--- config.mk ---
export PLATFORM = sky130hd
export DESIGN_NAME = sat_mac_cell
export DESIGN_NICKNAME = d
export VERILOG_FILES = /design/src/rtl/sat_mac_cell.sv
export SDC_FILE = /design/constraint.sdc
export NUM_CORES = 1
export LEC_CHECK = 0
export ABC_AREA = 0
export BUFFER_PORTS_ARGS = -buffer_cell sky130_fd_sc_hd__buf_2
export CORE_MARGIN = 2
export CORE_UTILIZATION = 35
export DETAILED_ROUTE_END_ITERATION = 7
export MAX_ROUTING_LAYER = met4
export PLACE_DENSITY_LB_ADDON = 0.12
export SLEW_MARGIN = 15
export SYNTH_ARGS = -nofsm -noshare
export SYNTH_HDL_FRONTEND = slang
export SYNTH_SLANG_ARGS = --single-unit
--- constraint.sdc ---
create_clock -name clk -period 7.55 [get_ports clk]
set_clock_uncertainty 0.05 [all_clocks]
set_input_delay 1.1325 -clock clk [delete_from_list [all_inputs] [get_ports clk]]
set_output_delay 1.1325 -clock clk [all_outputs]
set_load 0.01 [all_outputs]
--- src/rtl/sat_mac_cell.sv ---
module sat_mac_cell #(
  parameter int DATA_W = 16,
  parameter int ACC_W  = 32,
  parameter int FRAC   = 8
) (
  input  logic              clk,
  input  logic              rst_n,
  input  logic              clr_i,
  input  logic [DATA_W-1:0] bias_i,
  input  logic              acc_en_i,
  input  logic [DATA_W-1:0] x_i,
  input  logic [DATA_W-1:0] w_i,
  input  logic              commit_i,
  input  logic              relu_en_i,
  output logic [DATA_W-1:0] y_o,
  output logic              y_valid_o
);
  localparam int PROD_W = 2 * DATA_W;
  localparam logic signed [ACC_W-1:0] SAT_HI = {{(ACC_W-DATA_W+1){1'b0}}, {(DATA_W-1){1'b1}}};
  localparam logic signed [ACC_W-1:0] SAT_LO = {{(ACC_W-DATA_W+1){1'b1}}, {(DATA_W-1){1'b0}}};

  logic signed [PROD_W-1:0] prod, prod_sc;
  logic signed [ACC_W-1:0]  prod_ext, bias_ext, acc_q;
  logic        [DATA_W-1:0] clamped, shaped;

  assign prod     = $signed(x_i) * $signed(w_i);
  assign prod_sc  = prod >>> FRAC;
  assign prod_ext = ACC_W'(prod_sc);
  assign bias_ext = ACC_W'($signed(bias_i));

  always_ff @(posedge clk or negedge rst_n) begin
    if (!rst_n)        acc_q <= '0;
    else if (clr_i)    acc_q <= bias_ext;
    else if (acc_en_i) acc_q <= acc_q + prod_ext;
  end

  always_comb begin
    if (acc_q > SAT_HI)      clamped = SAT_HI[DATA_W-1:0];
    else if (acc_q < SAT_LO) clamped = SAT_LO[DATA_W-1:0];
    else                     clamped = acc_q[DATA_W-1:0];
  end

  assign shaped = (relu_en_i && clamped[DATA_W-1]) ? '0 : clamped;

  always_ff @(posedge clk or negedge rst_n) begin
    if (!rst_n) begin
      y_o       <= '0;
      y_valid_o <= 1'b0;
    end else begin
      y_valid_o <= commit_i;
      if (commit_i) y_o <= shaped;
    end
  end
endmodule

# --- Word-level counts from Yosys, hierarchy flattened ---
# Cells that the tools add are included.
totals:
  in_bits: 54
  ff_bits: 49
  wordCells: 14
classes:
  addsub: 1
  muxes: 5
  n_lt_le_gt_ge: 2
  multipliers: 1
  n_reduce_logical: 2
ops:
  columns: ["cell", "count"]
  rows:
  - ["$mux 32", 2]
  - ["$mux 16", 3]
  - ["$add 32x24->32", 1]
  - ["$gt 32x16->1 const B", 1]
  - ["$lt 32x16->1 const B", 1]
  - ["$mul 16x16->32", 1]
  - ["$reduce_bool 2->1", 1]
  - ["$logic_and 1x1->1", 1]

# --- Logic depth before layout (Yosys ltp) ---
depth:
  depth_word: 5
  mapped_depth: 35

# --- Worst setup path after synthesis ---
# Ideal clock, no wire load.
synth_timing:
  path_type: "input -> register"
  startpoint: "in w_i[7]"
  endpoint: "reg acc_q[31]"
  path_stages: 35
  path_slack_ps: -1459
  path_buffers: 1
  required_time_ps: 7376
  setup_time_ps: 124
  arrival_ps: 8835
  path_cell_list: "clkbuf_1 > nand2_1 > fa_1 > inv_1 > fa_1 > inv_1 > fa_1 > inv_1 > fa_1 > fa_1 > inv_1 > fa_1 > inv_1 > ha_1 > a21o_2 > a211oi_2 > o21bai_2 > nor3_4 > a21oi_1 > a21oi_2 > o21ai_1 > a211o_1 > a21o_1 > xor2_1 > ha_1 > nand4_1 > nor2_1 > o21ai_0 > a31oi_1 > a2111oi_2 > o31ai_1 > a31oi_1 > xor2_1 > o21a_1 > o31a_1"
synth_between:
  elab_chain_cells: 4
synth_rtl:
  columns: ["element", "line_no", "text"]
  rows:
  - ["start: declaration", "12", "input logic [DATA_W-1:0] w_i,"]
  - ["$mul 16x16->32", "26", "assign prod = $signed(x_i) * $signed(w_i);"]
  - ["$add 32x24->32", "34", "else if (acc_en_i) acc_q <= acc_q + prod_ext;"]
  - ["$mux 32", "34", null]
  - ["$mux 32", "33", "else if (clr_i) acc_q <= bias_ext;"]
  - ["end signal: assignment", "33", null]
  - ["end signal: assignment", "34", null]
  - ["end: declaration", "23", "logic signed [ACC_W-1:0] prod_ext, bias_ext, acc_q;"]
# No other way between the ends. The select of a mux whose other input is x is not followed.
# A chain may end at the register's enable or synchronous reset.

# --- Worst setup path after layout ---
layout_timing:
  startpoint: "in x_i[6]"
  endpoint: "reg acc_q[31]"
layout_between:
  elab_chain_cells: 4
layout_rtl:
  columns: ["element", "line_no", "text"]
  rows:
  - ["start: declaration", "11", "input logic [DATA_W-1:0] x_i,"]
  - ["$mul 16x16->32", "26", null]
  - ["$add 32x24->32", "34", null]
  - ["$mux 32", "34", null]
  - ["$mux 32", "33", null]
# No other way between the ends. The select of a mux whose other input is x is not followed.

==> qor.yml <==
synthesis:
  synth_area_leaders: "fa_1 (40%), ha_1 (11%), dfrtp_1 (9.4%)"
  ys.warnings.count: 0
  yosysUniqueCellTypes: 60
  netlist_instances: 1449
  syn_area_um2: 13100
  synthArstFlopShare: 1.00
  synth_top_area_frac: 0.400
  yosys.area.top_type: "fa_1"
  synth_nets: 1876
  synth_common_cells: "inv_1 (309), fa_1 (262), nand2_1 (151)"
  syn_area_per_cell_um2: 9.05
  yosysMostFrequentCell: "inv_1"
  ys_ff_latch: 49
  synth_ff_type: "dfrtp_1"
  synth_edf_count: 0
  ys_seq_area_frac: 0.0935
clock_tree:
  cts.htree.levels: 2
  clk_latency_ps: 300
  clk_pin_slew_ps: 70
  cts_buffer_depth: 2
  cts_tree: "yes"
  clkSinkCount: 49
  cts_root_buffer: "clkbuf_16"
  hold_buffers: 0
  numCtsBuffers: 5
final_layout:
  nFillCells: 3633
  diodes: 0
  utilization: 0.452
  layout-drive-gt1-share: 0.246
  finalNetCount: 2169
  areaGrowthSynthToFinish_pct: 26.8
setup_path:
  worst_ep_required_time_ps: 7680
  max_stage_delay_ps: 570
  start_kind: "input pin"
  crit_top_cell: "fa_2"
  worstSetupEndpointType: "flop"
  critical_path_arrival_ps: 8550
  slowest_stage: "fa_1"
  crit_buf_inv: 4
  path_max_fanout: 5
  crit_family: "adder cells"
  critical_path_class: "input pin to flop"
sta:
  grt_setup_unrepaired: "true"
  hold_viol_final: 0
  fmaxAchievable_ghz: 0.119
  period_share: 1.12
  setup_viol: 19
  slew_headroom: 0.371
  worst_pin_slew_ps: 940
  finalWorstPathRequiredPeriod_ps: 8420
  finalMaxSlewViolations: 0
  holdWs_ps: 478
  fin_ws_ps: -873
place:
  pre_cts_ws_ps: -1360
  placement.io_buffers: 70
  globalplace.congestion: 0.820
  dp_hpwl_um: 28600
die:
  io_pins: 71
  die_h_um: 198
  floorplan.initialDensity: 0.356
  dieArea_um2: 39000
  die_w_um: 198
  rows: 70
  core_area_um2: 36800
drt:
  first_pass_iters: 5
  vias: 10450
  wire_per_inst_um: 14.6
  drt-vias-per-instance: 4.73
  routed_wl_um: 32300
  drc: 0
  drt_iter0_drc: 256
  ant_nets: 0
flow_run:
  cap_violations: 0
global_route:
  first_global_vias: 11293
  use_met3: 0.0113
  met1_usage: 0.231
  grt_max_degree: 52
  grtUsageMet2: 0.331
  grt_pass1_wl_um: 55700
  grt_overflow: 0
  grt_util_all_layers: 0.182
  grt_busiest_layer: "met2"
  antenna_found_initial: 0
min_path:
  hold_path_class: "flop to flop"
outcome:
  status: "finished with violations"
  violations: "negative setup slack"
through the flow:
step	std cells	instance area (µm²)	setup TNS [ps]
detailed placement	2186	15900	-18170
floorplan	1449	13300	-5730
finish	2211	16600	-7810
global route	2211	16600	-14440
CTS	2203	16400	-8570
global placement	2186	15900	-17190
cells in the final DEF, fill, tap and decap left out, types with 8 or more instances in the layout:
master,netlist,final
fa_1,262,255
o21ai_2,2,10
buf_6,0,15
o22ai_1,15,15
nand2_1,151,147
o21a_1,8,8
and2_4,1,8
a21o_1,19,19
inv_1,309,304
a21oi_1,56,43
and2_1,126,119
xor2_1,18,18
xnor2_1,39,38
nor2b_1,10,10
buf_2,1,49
dfrtp_1,49,49
ha_1,111,107
buf_12,0,12
a21oi_2,2,14
buf_4,0,250
mux2i_1,12,12
nor2_1,64,61
o21ai_0,39,24
nand4_1,12,12
layout make-up:
cell class                 count  area (µm²)  share of cell area
clock buffer                   5         125             0.00753
clock inverter                 3        25.0             0.00151
timing repair buffer         332        2590               0.156
tap                          468         586              0.0352
multi-input combinational   1045       10900               0.656
sequential                    49        1230              0.0738
inverter                     309        1160              0.0698
per-layer routing:
metal,share of wire,wire (µm),up-vias
li1,-,-,5062
met1,0.43,14000,5315
met2,0.55,17700,59
met3,0.012,373,14
met4,0.0070,225,0
met5,0,0,-
worst reg2reg max path, cell delays in order (launching register included):
cell and delay, ps:
dfrtp_1 400, ha_1 230, fa_1 400, a21o_1 190, a21o_1 190, a211oi_2 210, buf_4 160, o21ai_2 80
a31o_4 260, nand3_2 120, a31o_4 200, a31oi_1 100, and3_1 200, nor4_2 230
timing repair:
item,4_1_cts,5_1_grt
buffers inserted,9,7
endpoints found under the setup margin,21,24
gates resized for setup,79,42
pin swaps,24,36
final timing paths:
check,cells after the start,from,slack [ps],end
hold reg to reg,2,y_o[9],480,y_o[9]
hold / removal,2,y_o[9],480,y_o[9]
setup reg to reg,13,acc_q[0],4440,acc_q[30]
setup / recovery,33,x_i[6],-870,acc_q[31]
min in group asynchronous,2,rst_n,900,acc_q[30]
max in group asynchronous,2,rst_n,6090,acc_q[5]
state kept, by name, summed over array words and instances, names as in the netlist:
signal / count
y_o: 16
acc_q: 32
y_valid_o: 1
logic make-up after synthesis:
logic type,after synthesis,synth area share
and+or+nand+nor,412,0.157
adders and majority gates,373,0.506
AOI/OAI and AO/OA,191,0.0946
DFF,49,0.0935
buffers and inverters,355,0.102
muxes,12,0.00916
xor gates and xnor gates,57,0.0381
Power is left out: the tool's default activity adds up to more than one toggle a clock period on the data nets, which glitch-free logic cannot reach.
